`config.mk`:
```
export PLATFORM = sky130hd
export DESIGN_NAME = ctr64_snapshot_timer
export DESIGN_NICKNAME = d
export VERILOG_FILES = /design/src/rtl/ctr64_pkg.sv /design/src/rtl/ctr64_prescaler.sv /design/src/rtl/ctr64_core.sv /design/src/rtl/ctr64_regs.sv /design/src/rtl/ctr64_snapshot_timer.sv
export SDC_FILE = /design/constraint.sdc
export NUM_CORES = 1
export LEC_CHECK = 0
export ABC_AREA = 1
export BUFFER_PORTS_ARGS = -buffer_cell sky130_fd_sc_hd__clkbuf_2
export CAP_MARGIN = 15
export CORE_UTILIZATION = 57
export DETAILED_ROUTE_END_ITERATION = 10
export GPL_TIMING_DRIVEN = 0
export MAX_ROUTING_LAYER = met4
export PLACE_DENSITY = 0.81
export REMOVE_ABC_BUFFERS = 1
export SYNTH_ARGS = -nofsm -noshare
export SYNTH_HDL_FRONTEND = slang
export SYNTH_SLANG_ARGS = --single-unit
```
`constraint.sdc`:
```
create_clock -name clk -period 2.6 [get_ports clk]
set_clock_uncertainty 0.05 [all_clocks]
set_input_delay 0.26 -clock clk [delete_from_list [all_inputs] [get_ports clk]]
set_output_delay 0.26 -clock clk [all_outputs]
set_load 0.02 [all_outputs]
```
`src/rtl/ctr64_pkg.sv`:
```
package ctr64_pkg;
  // register byte offsets; word i of a wide register sits at base + 4*i
  localparam logic [7:0] OFS_CTRL      = 8'h00;
  localparam int         BASE_LIVE     = 4;
  localparam int         WORD_STRIDE   = 4;
  // command encodings in control bits [1:0]
  localparam logic [1:0] CMD_CAPTURE   = 2'b01;
  localparam logic [1:0] CMD_LOAD      = 2'b11;

  typedef struct packed {
    logic capture;
    logic load;
  } ctr_cmd_t;
endpackage

```
`src/rtl/ctr64_prescaler.sv`:
```
module ctr64_prescaler #(
  parameter int DIV_W = 16
) (
  input  logic             clk,
  input  logic             rst_n,
  input  logic [DIV_W-1:0] div_i,
  input  logic             restart_i,
  output logic             tick_o
);
  logic [DIV_W-1:0] pre_q, pre_d;
  logic             pre_en;

  assign tick_o = (pre_q >= div_i) && !restart_i;
  assign pre_en = 1'b1;

  always_comb begin
    pre_d = pre_q + 1'b1;
    if (restart_i || tick_o) pre_d = '0;
  end

  always_ff @(posedge clk or negedge rst_n) begin
    if (!rst_n)      pre_q <= '0;
    else if (pre_en) pre_q <= pre_d;
  end


  pre_step_chk: assert property (@(posedge clk) disable iff (!rst_n)
    (!restart_i && !tick_o) |=> (pre_q == DIV_W'($past(pre_q) + 1'b1)));

  pre_restart_chk: assert property (@(posedge clk) disable iff (!rst_n)
    restart_i |=> (pre_q == '0));
endmodule

```
`src/rtl/ctr64_core.sv`:
```
module ctr64_core #(
  parameter int CNT_W = 64
) (
  input  logic             clk,
  input  logic             rst_n,
  input  logic             tick_i,
  input  logic             load_i,
  input  logic [CNT_W-1:0] load_val_i,
  output logic [CNT_W-1:0] cnt_o
);
  logic [CNT_W-1:0] cnt_q, cnt_d;
  logic             cnt_en;

  assign cnt_en = load_i || tick_i;

  always_comb begin
    if (load_i) cnt_d = load_val_i;
    else        cnt_d = cnt_q + 1'b1;
  end

  always_ff @(posedge clk or negedge rst_n) begin
    if (!rst_n)      cnt_q <= '0;
    else if (cnt_en) cnt_q <= cnt_d;
  end

  assign cnt_o = cnt_q;


  load_take_chk: assert property (@(posedge clk) disable iff (!rst_n)
    load_i |=> (cnt_q == $past(load_val_i)));

  step_one_chk: assert property (@(posedge clk) disable iff (!rst_n)
    !load_i |=> ((cnt_q == $past(cnt_q)) || (cnt_q == CNT_W'($past(cnt_q) + 1'b1))));

  wrap_zero_chk: assert property (@(posedge clk) disable iff (!rst_n)
    (!load_i && tick_i && (cnt_q == {CNT_W{1'b1}})) |=> (cnt_q == '0));
endmodule

```
`src/rtl/ctr64_regs.sv`:
```
module ctr64_regs
  import ctr64_pkg::*;
#(
  parameter int DATA_W = 32,
  parameter int CNT_W  = 64,
  parameter int DIV_W  = 16,
  parameter int ADDR_W = 8
) (
  input  logic              clk,
  input  logic              rst_n,
  input  logic              wr_en,
  input  logic [ADDR_W-1:0] wr_addr,
  input  logic [DATA_W-1:0] wr_data,
  input  logic [ADDR_W-1:0] rd_addr,
  output logic [DATA_W-1:0] rd_data,
  input  logic [CNT_W-1:0]  cnt_i,
  output logic [DIV_W-1:0]  div_o,
  output ctr_cmd_t          cmd_o,
  output logic [CNT_W-1:0]  load_val_o
);
  localparam int NWORD     = CNT_W / DATA_W;
  localparam int BASE_LOAD = BASE_LIVE + WORD_STRIDE * NWORD;
  localparam int BASE_SNAP = BASE_LOAD + WORD_STRIDE * NWORD;
  localparam int DIV_LSB   = DATA_W - DIV_W;

  logic [DATA_W-1:0] ctrl_q;
  logic              ctrl_en;
  logic [CNT_W-1:0]  load_q;
  logic [CNT_W-1:0]  snap_q;
  logic              snap_en;
  logic [NWORD-1:0]  load_en;

  assign ctrl_en       = wr_en && (wr_addr == ADDR_W'(OFS_CTRL));
  assign cmd_o.capture = ctrl_en && (wr_data[1:0] == CMD_CAPTURE);
  assign cmd_o.load    = ctrl_en && (wr_data[1:0] == CMD_LOAD);
  assign snap_en       = cmd_o.capture;

  always_ff @(posedge clk or negedge rst_n) begin
    if (!rst_n)       ctrl_q <= '0;
    else if (ctrl_en) ctrl_q <= wr_data;
  end

  always_ff @(posedge clk or negedge rst_n) begin
    if (!rst_n)       snap_q <= '0;
    else if (snap_en) snap_q <= cnt_i;
  end

  for (genvar w = 0; w < NWORD; w++) begin : g_load
    assign load_en[w] = wr_en && (wr_addr == ADDR_W'(BASE_LOAD + WORD_STRIDE * w));
    always_ff @(posedge clk or negedge rst_n) begin
      if (!rst_n)          load_q[w*DATA_W +: DATA_W] <= '0;
      else if (load_en[w]) load_q[w*DATA_W +: DATA_W] <= wr_data;
    end
  end

  assign div_o      = ctrl_q[DIV_LSB +: DIV_W];
  assign load_val_o = load_q;

  always_comb begin
    rd_data = '0;
    if (rd_addr == ADDR_W'(OFS_CTRL)) rd_data = ctrl_q;
    for (int w = 0; w < NWORD; w++) begin
      if (rd_addr == ADDR_W'(BASE_LIVE + WORD_STRIDE * w)) rd_data = cnt_i[w*DATA_W +: DATA_W];
      if (rd_addr == ADDR_W'(BASE_LOAD + WORD_STRIDE * w)) rd_data = load_q[w*DATA_W +: DATA_W];
      if (rd_addr == ADDR_W'(BASE_SNAP + WORD_STRIDE * w)) rd_data = snap_q[w*DATA_W +: DATA_W];
    end
  end


  snap_take_chk: assert property (@(posedge clk) disable iff (!rst_n)
    snap_en |=> (snap_q == $past(cnt_i)));

  snap_hold_chk: assert property (@(posedge clk) disable iff (!rst_n)
    !snap_en |=> $stable(snap_q));

  ctrl_hold_chk: assert property (@(posedge clk) disable iff (!rst_n)
    !ctrl_en |=> $stable(ctrl_q));

  cmd_excl_chk: assert property (@(posedge clk) disable iff (!rst_n)
    $countones({cmd_o.capture, cmd_o.load}) <= 1);
endmodule

```
`src/rtl/ctr64_snapshot_timer.sv`:
```
module ctr64_snapshot_timer
  import ctr64_pkg::*;
#(
  parameter int DATA_W = 32,
  parameter int CNT_W  = 64,
  parameter int DIV_W  = 16,
  parameter int ADDR_W = 8
) (
  input  logic              clk,
  input  logic              rst_n,
  input  logic              wr_en,
  input  logic [ADDR_W-1:0] wr_addr,
  input  logic [DATA_W-1:0] wr_data,
  input  logic [ADDR_W-1:0] rd_addr,
  output logic [DATA_W-1:0] rd_data
);
  logic [DIV_W-1:0] div;
  ctr_cmd_t         cmd;
  logic [CNT_W-1:0] load_val;
  logic [CNT_W-1:0] cnt;
  logic             tick;

  ctr64_regs #(.DATA_W(DATA_W), .CNT_W(CNT_W), .DIV_W(DIV_W), .ADDR_W(ADDR_W)) u_regs (
    .clk       (clk),
    .rst_n     (rst_n),
    .wr_en     (wr_en),
    .wr_addr   (wr_addr),
    .wr_data   (wr_data),
    .rd_addr   (rd_addr),
    .rd_data   (rd_data),
    .cnt_i     (cnt),
    .div_o     (div),
    .cmd_o     (cmd),
    .load_val_o(load_val)
  );

  ctr64_prescaler #(.DIV_W(DIV_W)) u_pre (
    .clk      (clk),
    .rst_n    (rst_n),
    .div_i    (div),
    .restart_i(cmd.load),
    .tick_o   (tick)
  );

  ctr64_core #(.CNT_W(CNT_W)) u_core (
    .clk       (clk),
    .rst_n     (rst_n),
    .tick_i    (tick),
    .load_i    (cmd.load),
    .load_val_i(load_val),
    .cnt_o     (cnt)
  );
endmodule

```
# Word level (Yosys, flattened, before mapping)
# Index checks and enable logic that the tools add are counted.
totals:
  input_bits: 51
  rom_bits: 0
  memories: 0
  ramBits: 0
  latchBits: 0
  ff_bits: 240
classes:
  n_mux: 9
  n_div: 0
  order_cmp: 1
  n_mul: 0
  bitwise_logic: 0
  n_addsub: 2
  eq_ne: 10
  reduce_logical: 10
  n_shift: 0
op_table:
  columns: ["op", "count"]
  rows:
  - ["32-bit 2-to-1 mux", 7]
  - ["64-bit by 1-bit adder with 64-bit output, second input constant", 1]
  - ["64-bit 2-to-1 mux", 1]
  - ["8-bit by 5-bit equality test with 1-bit output, second input constant", 4]
  - ["8-bit by 4-bit equality test with 1-bit output, second input constant", 3]
  - ["16-bit by 1-bit adder with 16-bit output, second input constant", 1]
  - ["16-bit >= comparator", 1]
  - ["8-bit zero test", 2]
  - ["16-bit 2-to-1 mux", 1]
  - ["8-bit by 3-bit equality test with 1-bit output, second input constant", 1]
  - ["1-bit logical AND", 6]
  - ["2-bit by 1-bit equality test with 1-bit output, second input constant", 1]
  - ["2-bit equality test, second input constant", 1]
  - ["1-bit zero test", 1]
  - ["1-bit logical OR", 1]

# Depth between registers and ports, before layout
depth:
  ltp_word: 8
  mapped_depth: 13
  mapped_depth_nobuf: 13

# Modules after synthesis
# A second synthesis with hierarchy kept.
unflattened:
  cells_unflattened: 1855
  hier_area_um2: 13621.8
modules_own_cells:
  columns: ["module", "cells_each", "seq_area_each_um2", "instances", "area_each_um2"]
  rows:
  - ["ctr64_regs", 1021, 4003.8, 1, 7746.2]
  - ["ctr64_core", 679, 1601.5, 1, 4585.6]
  - ["ctr64_prescaler", 155, 400.4, 1, 1290.0]

# Worst setup path after synthesis
# No wires, ideal clock.
synth_path:
  path_kind: "flip-flop to flip-flop"
  start: "register u_pre.pre_q[7]"
  end: "register u_pre.pre_q[10]"
  path_buffers: 2
  setup_ns: 0.125
  arrival_ns: 1.697
  required_time_ns: 2.425
  setup_slack_ns: 0.728
  synth_period_minus_slack_ns: 1.872
  path_stages_with_launch: 9
  path_cell_list: "dfrtp_1 -> ha_1 -> nand2_1 -> nor4_1 -> nand2_2 -> nand4_2 -> buf_6 -> buf_4 -> nor3_1"
synth_via:
  elab_chain_len: 4
  word_cells_on_any_way: 5
synth_rtl:
  columns: ["item", "line", "source"]
  rows:
  - ["from (decl)", "ctr64_prescaler.sv:10", "logic [DIV_W-1:0] pre_q, pre_d;"]
  - ["from (signal assigned)", "ctr64_prescaler.sv:23", "else if (pre_en) pre_q <= pre_d;"]
  - ["16-bit >= comparator", "ctr64_prescaler.sv:13", "assign tick_o = (pre_q >= div_i) && !restart_i;"]
  - ["1-bit logical AND", "ctr64_prescaler.sv:13", null]
  - ["1-bit logical OR", "ctr64_prescaler.sv:18", "if (restart_i || tick_o) pre_d = '0;"]
  - ["16-bit 2-to-1 mux *", "ctr64_prescaler.sv:18", null]
  - ["named net u_pre.pre_d[10]", "ctr64_prescaler.sv:10", null]
# The timed path passes the listed nets; every way through them passes the cells marked *.
# A chain may end at the register's enable or synchronous reset.

# Worst setup path in the final report
layout_path:
  start: "register u_regs.ctrl_q[31]"
  end: "register u_pre.pre_q[8]"
layout_via:
  elab_chain_len: 4
layout_rtl:
  columns: ["item", "line", "source"]
  rows:
  - ["from (decl)", "ctr64_regs.sv:26", "logic [DATA_W-1:0] ctrl_q;"]
  - ["from (signal assigned)", "ctr64_regs.sv:40", "else if (ctrl_en) ctrl_q <= wr_data;"]
  - ["16-bit >= comparator", "ctr64_prescaler.sv:13", null]
  - ["1-bit logical AND", "ctr64_prescaler.sv:13", null]
  - ["1-bit logical OR", "ctr64_prescaler.sv:18", null]
  - ["16-bit 2-to-1 mux", "ctr64_prescaler.sv:18", null]
  - ["named net u_pre.pre_d[8]", "ctr64_prescaler.sv:10", null]
# The timed path passes the listed nets, and every way through them passes these cells.

==> flow_metrics.py <==
metrics = {
    "synthesis": {
        "synth_xor_xnor_area_share_pct": 1.49,
        "ys_ff_latch": 240,
        "avgSynthCellArea_um2": 7.01,
        "synth_top_family_by_area": "simple AND/OR/NAND/NOR gates",
        "synth_flop_cell": "dfrtp_1",
        "synth_adder_area_share_pct": 1.60,
        "yosysTopAreaCell": "dfrtp_1",
        "yosysSeqAreaShare_pct": 42.7,
        "muxShareOfSynthArea_pct": 0,
        "syn-cell-area_um2": 14100,
        "ys_async_sr_fraction_pct": 100,
        "yosysWarnings": 0,
        "synth_edf_count": 0,
        "synth_compound_area_share_pct": 11.4,
        "yosysTopAreaCellShare_pct": 42.7,
        "yosys.area_share.simple_pct": 33.6,
        "syn_inst": 2009,
        "ys_types": 39,
        "synthTopCellsByArea": "dfrtp_1, nand2_1, o21ai_0, inv_1, nor2_1",
    },
    "clock_network": {
        "cts_root_buf": "clkbuf_16",
        "cts_made_buffers": 27,
        "cts_tree": "built",
        "htreeDepth": 1,
        "clk_pin_slew_ns": 0.06,
        "clock_path_buffers": 3,
        "clk_latency_ns": 0.55,
        "clock-sinks": 240,
    },
    "pwr": {
        "ir_drop_mv": 0.512,
        "leakagePower_nw": 7.25,
        "power_w": 0.0109,
        "power.density_nw_per_um2": 669,
    },
    "sta": {
        "slew_headroom_pct": 40.5,
        "fmax_ghz": 0.388,
        "hold_viol_final": 0,
        "min_period_ns": 2.58,
        "worst_slew_pin_slew_ns": 0.885,
        "fin_crit_sh_pct": 99.2,
        "finalSetupTns_ns": 0,
        "slew_viol_final": 0,
        "finalSetupViolCount": 0,
        "rsz0062_at_grt": "yes",
    },
    "setup_path": {
        "cp_cell_sequence": "inv_1 > ha_1 > nand2_1 > o21ai_0 > a21oi_2 > nand4_2 > nor3_1",
        "crit_path_start_kind": "flip-flop",
        "crit_slowest_cell": "nand4_2",
        "timing_worst_setup_path_type": "flip-flop to flip-flop",
        "cpPeakStageDelay_ns": 0.57,
        "rr_startpoint": "u_regs.ctrl_q[31]$_DFFE_PN0P_",
        "cp.arrival_ns": 2.97,
        "end_kind": "flip-flop",
        "crit_fanout": 14,
        "startpoint": "u_regs.ctrl_q[31]$_DFFE_PN0P_",
        "cp_data_required_time_ns": 2.99,
    },
    "route": {
        "viasPerCell": 5.85,
        "drt_iter0_drc": 1805,
        "wl_mm": 46.1,
        "drt_pass1_iterations": 6,
        "wire_per_inst_um": 18.9,
        "drc": 0,
        "antenna_left": 0,
        "vias": 14300,
    },
    "grt": {
        "grt_pass1_wl_mm": 73.6,
        "gr-usage-all-layers_pct": 38.0,
        "gr-total-overflow": 0,
        "use_met3_pct": 6.90,
        "antenna_found_initial": 0,
        "grt_max_degree": 108,
        "gr-usage-met2_pct": 59.0,
        "gr-usage-met1_pct": 49.9,
        "grt_pass1_vias": 13700,
        "top_usage_layer": "met2",
    },
    "cells_and_area": {
        "area_growth_pct": 16.1,
        "regArea_um2": 6010,
        "finalNonFillerCells": 2441,
        "nNetsFinal": 2165,
        "insertedDiodeCount": 0,
        "fillers": 2041,
        "final_util_pct": 67.4,
        "multiInputGateArea_um2": 6920,
        "drive_gt1_share_pct": 9.45,
    },
    "place": {
        "portBuffers": 82,
        "gp_congestion": 0.963,
        "dp.cells": 2345,
        "dp_hpwl_mm": 31.5,
    },
    "floorplan": {
        "fp.dieH_um": 159,
        "start_util_pct": 58.1,
        "row_count": 57,
        "die_w_um": 159,
        "dieArea_um2": 25300,
        "coreArea_um2": 24200,
        "io_pins": 83,
    },
    "min_path": {
        "hold_class": "primary input to flip-flop",
        "min_from": "wr_data[0]",
    },
    "run_status": {
        "status": "completed",
    },
    "job": {
        "maxCapViolCount": 0,
    },
}
-- state kept, by name, indices dropped and copies added (netlist names) --
register,flops
u_regs.snap_q,64
u_pre.pre_q,16
u_regs.load_val_o,64
u_regs.ctrl_q,32
u_core.cnt_o,64
-- stage by stage --
step | setup WS, ns | hold WS (ns) | area, um^2
after CTS | 0.00836 | 0.00197 | 16300
after detailed placement | -0.839 | 0.137 | 14800
final | 0.0217 | 0.0389 | 16300
after floorplan | -1.63 | -0.0856 | 13600
after global placement | -4.59 | 0.411 | 14500
after global routing | -0.0406 | 0.0853 | 16300
-- synthesized netlist by cell type, types with 12 or more instances --
library cell  number
a21oi_1           17
buf_2             31
clkbuf_1          46
dfrtp_1          240
ha_1              18
inv_1            227
nand2_1          613
nand3_1          104
nand4_1           70
nor2_1           211
nor3_1            45
o2111ai_1         12
o21ai_0          232
o21ai_1           23
o22ai_1           12
or2_0             16
xor2_1            21
-- per-layer routing --
layer	vias to the layer above	share of wire, %
met2	767	46
met1	6725	41
li1	6645	-
met3	139	9.8
met4	0	3.7
met5	-	0
-- logic make-up (layout without fill, tap and decap cells) --
| logic type | Yosys count | count (layout) |
|---|---|---|
| flip-flops | 240 | 240 |
| buffers and inverters | 319 | 424 |
| adder cells (fa/ha/maj) | 18 | 18 |
| AO/OA/AOI/OAI | 305 | 305 |
| AND/OR/NAND/NOR | 1103 | 1106 |
| XOR/XNOR | 24 | 24 |
-- report_power, final --
group	internal [W]	leakage, nW	switching, W
Sequential	0.00402	3.31	0.000373
Combinational	0.000685	3.46	0.00158
Clock	0.00266	0.489	0.00161
-- cells in the final DEF (no fill, tap or decap), drive strengths merged, types with 3 or more instances in the layout --
| cell type | n |
|---|---|
| nor4 | 6 |
| clkinv | 4 |
| or2 | 22 |
| o2111ai | 12 |
| buf | 30 |
| nor2 | 222 |
| bufinv | 5 |
| xor2 | 21 |
| o22ai | 12 |
| inv | 231 |
| o21ai | 255 |
| clkbuf | 122 |
| nand3 | 106 |
| dfrtp | 240 |
| nor3 | 47 |
| o211ai | 8 |
| and2 | 8 |
| xnor2 | 3 |
| nand4 | 73 |
| a21oi | 17 |
| dlygate4sd3 | 31 |
| ha | 18 |
| nand2 | 620 |
-- repair_timing --
item                                   4_1_cts  5_1_grt
endpoints found under the hold margin      137        0
setup buffers                                5        7
hold buffers                                31        0
pin swaps                                    3        3
resized for setup                           12        7
cloned                                       3        0
setup endpoints to repair                   92       88
-- worst paths after layout --
kind	cells past startpoint	endpoint	slack, ns
setup / recovery	7	u_pre.pre_q[8]$_DFF_PN0_	0.02
hold / removal	3	u_regs.load_val_o[32]$_DFFE_PN0P_	0.04
setup reg to reg	7	u_pre.pre_q[8]$_DFF_PN0_	0.02
hold reg to reg	2	u_regs.snap_q[37]$_DFFE_PN0P_	0.44
max in group asynchronous	3	u_core.cnt_o[25]$_DFFE_PN0P_	1.49
min in group asynchronous	2	u_regs.load_val_o[41]$_DFFE_PN0P_	0.15
-- worst max-delay path, delay by kind of cell, from the launching register on --
| kind | cells | cell delay [ns] |
|---|---|---|
| AO/OA/AOI/OAI | 2 | 0.52 |
| AND/OR/NAND/NOR | 3 | 1.06 |
| buffers and inverters | 1 | 0.10 |
| adder cells (fa/ha/maj) | 1 | 0.32 |
| flip-flops | 1 | 0.42 |
-- final cells by class --
cell class                 instances  area share [%]
multi-input combinational       1453            42.3
sequential                       240            36.7
timing repair buffer             143            7.03
inverter                         231            5.32
clock buffer                      40            4.98
tap                              324            2.48
clock inverter                    10            1.13
Power figures use the tool's default switching activity.
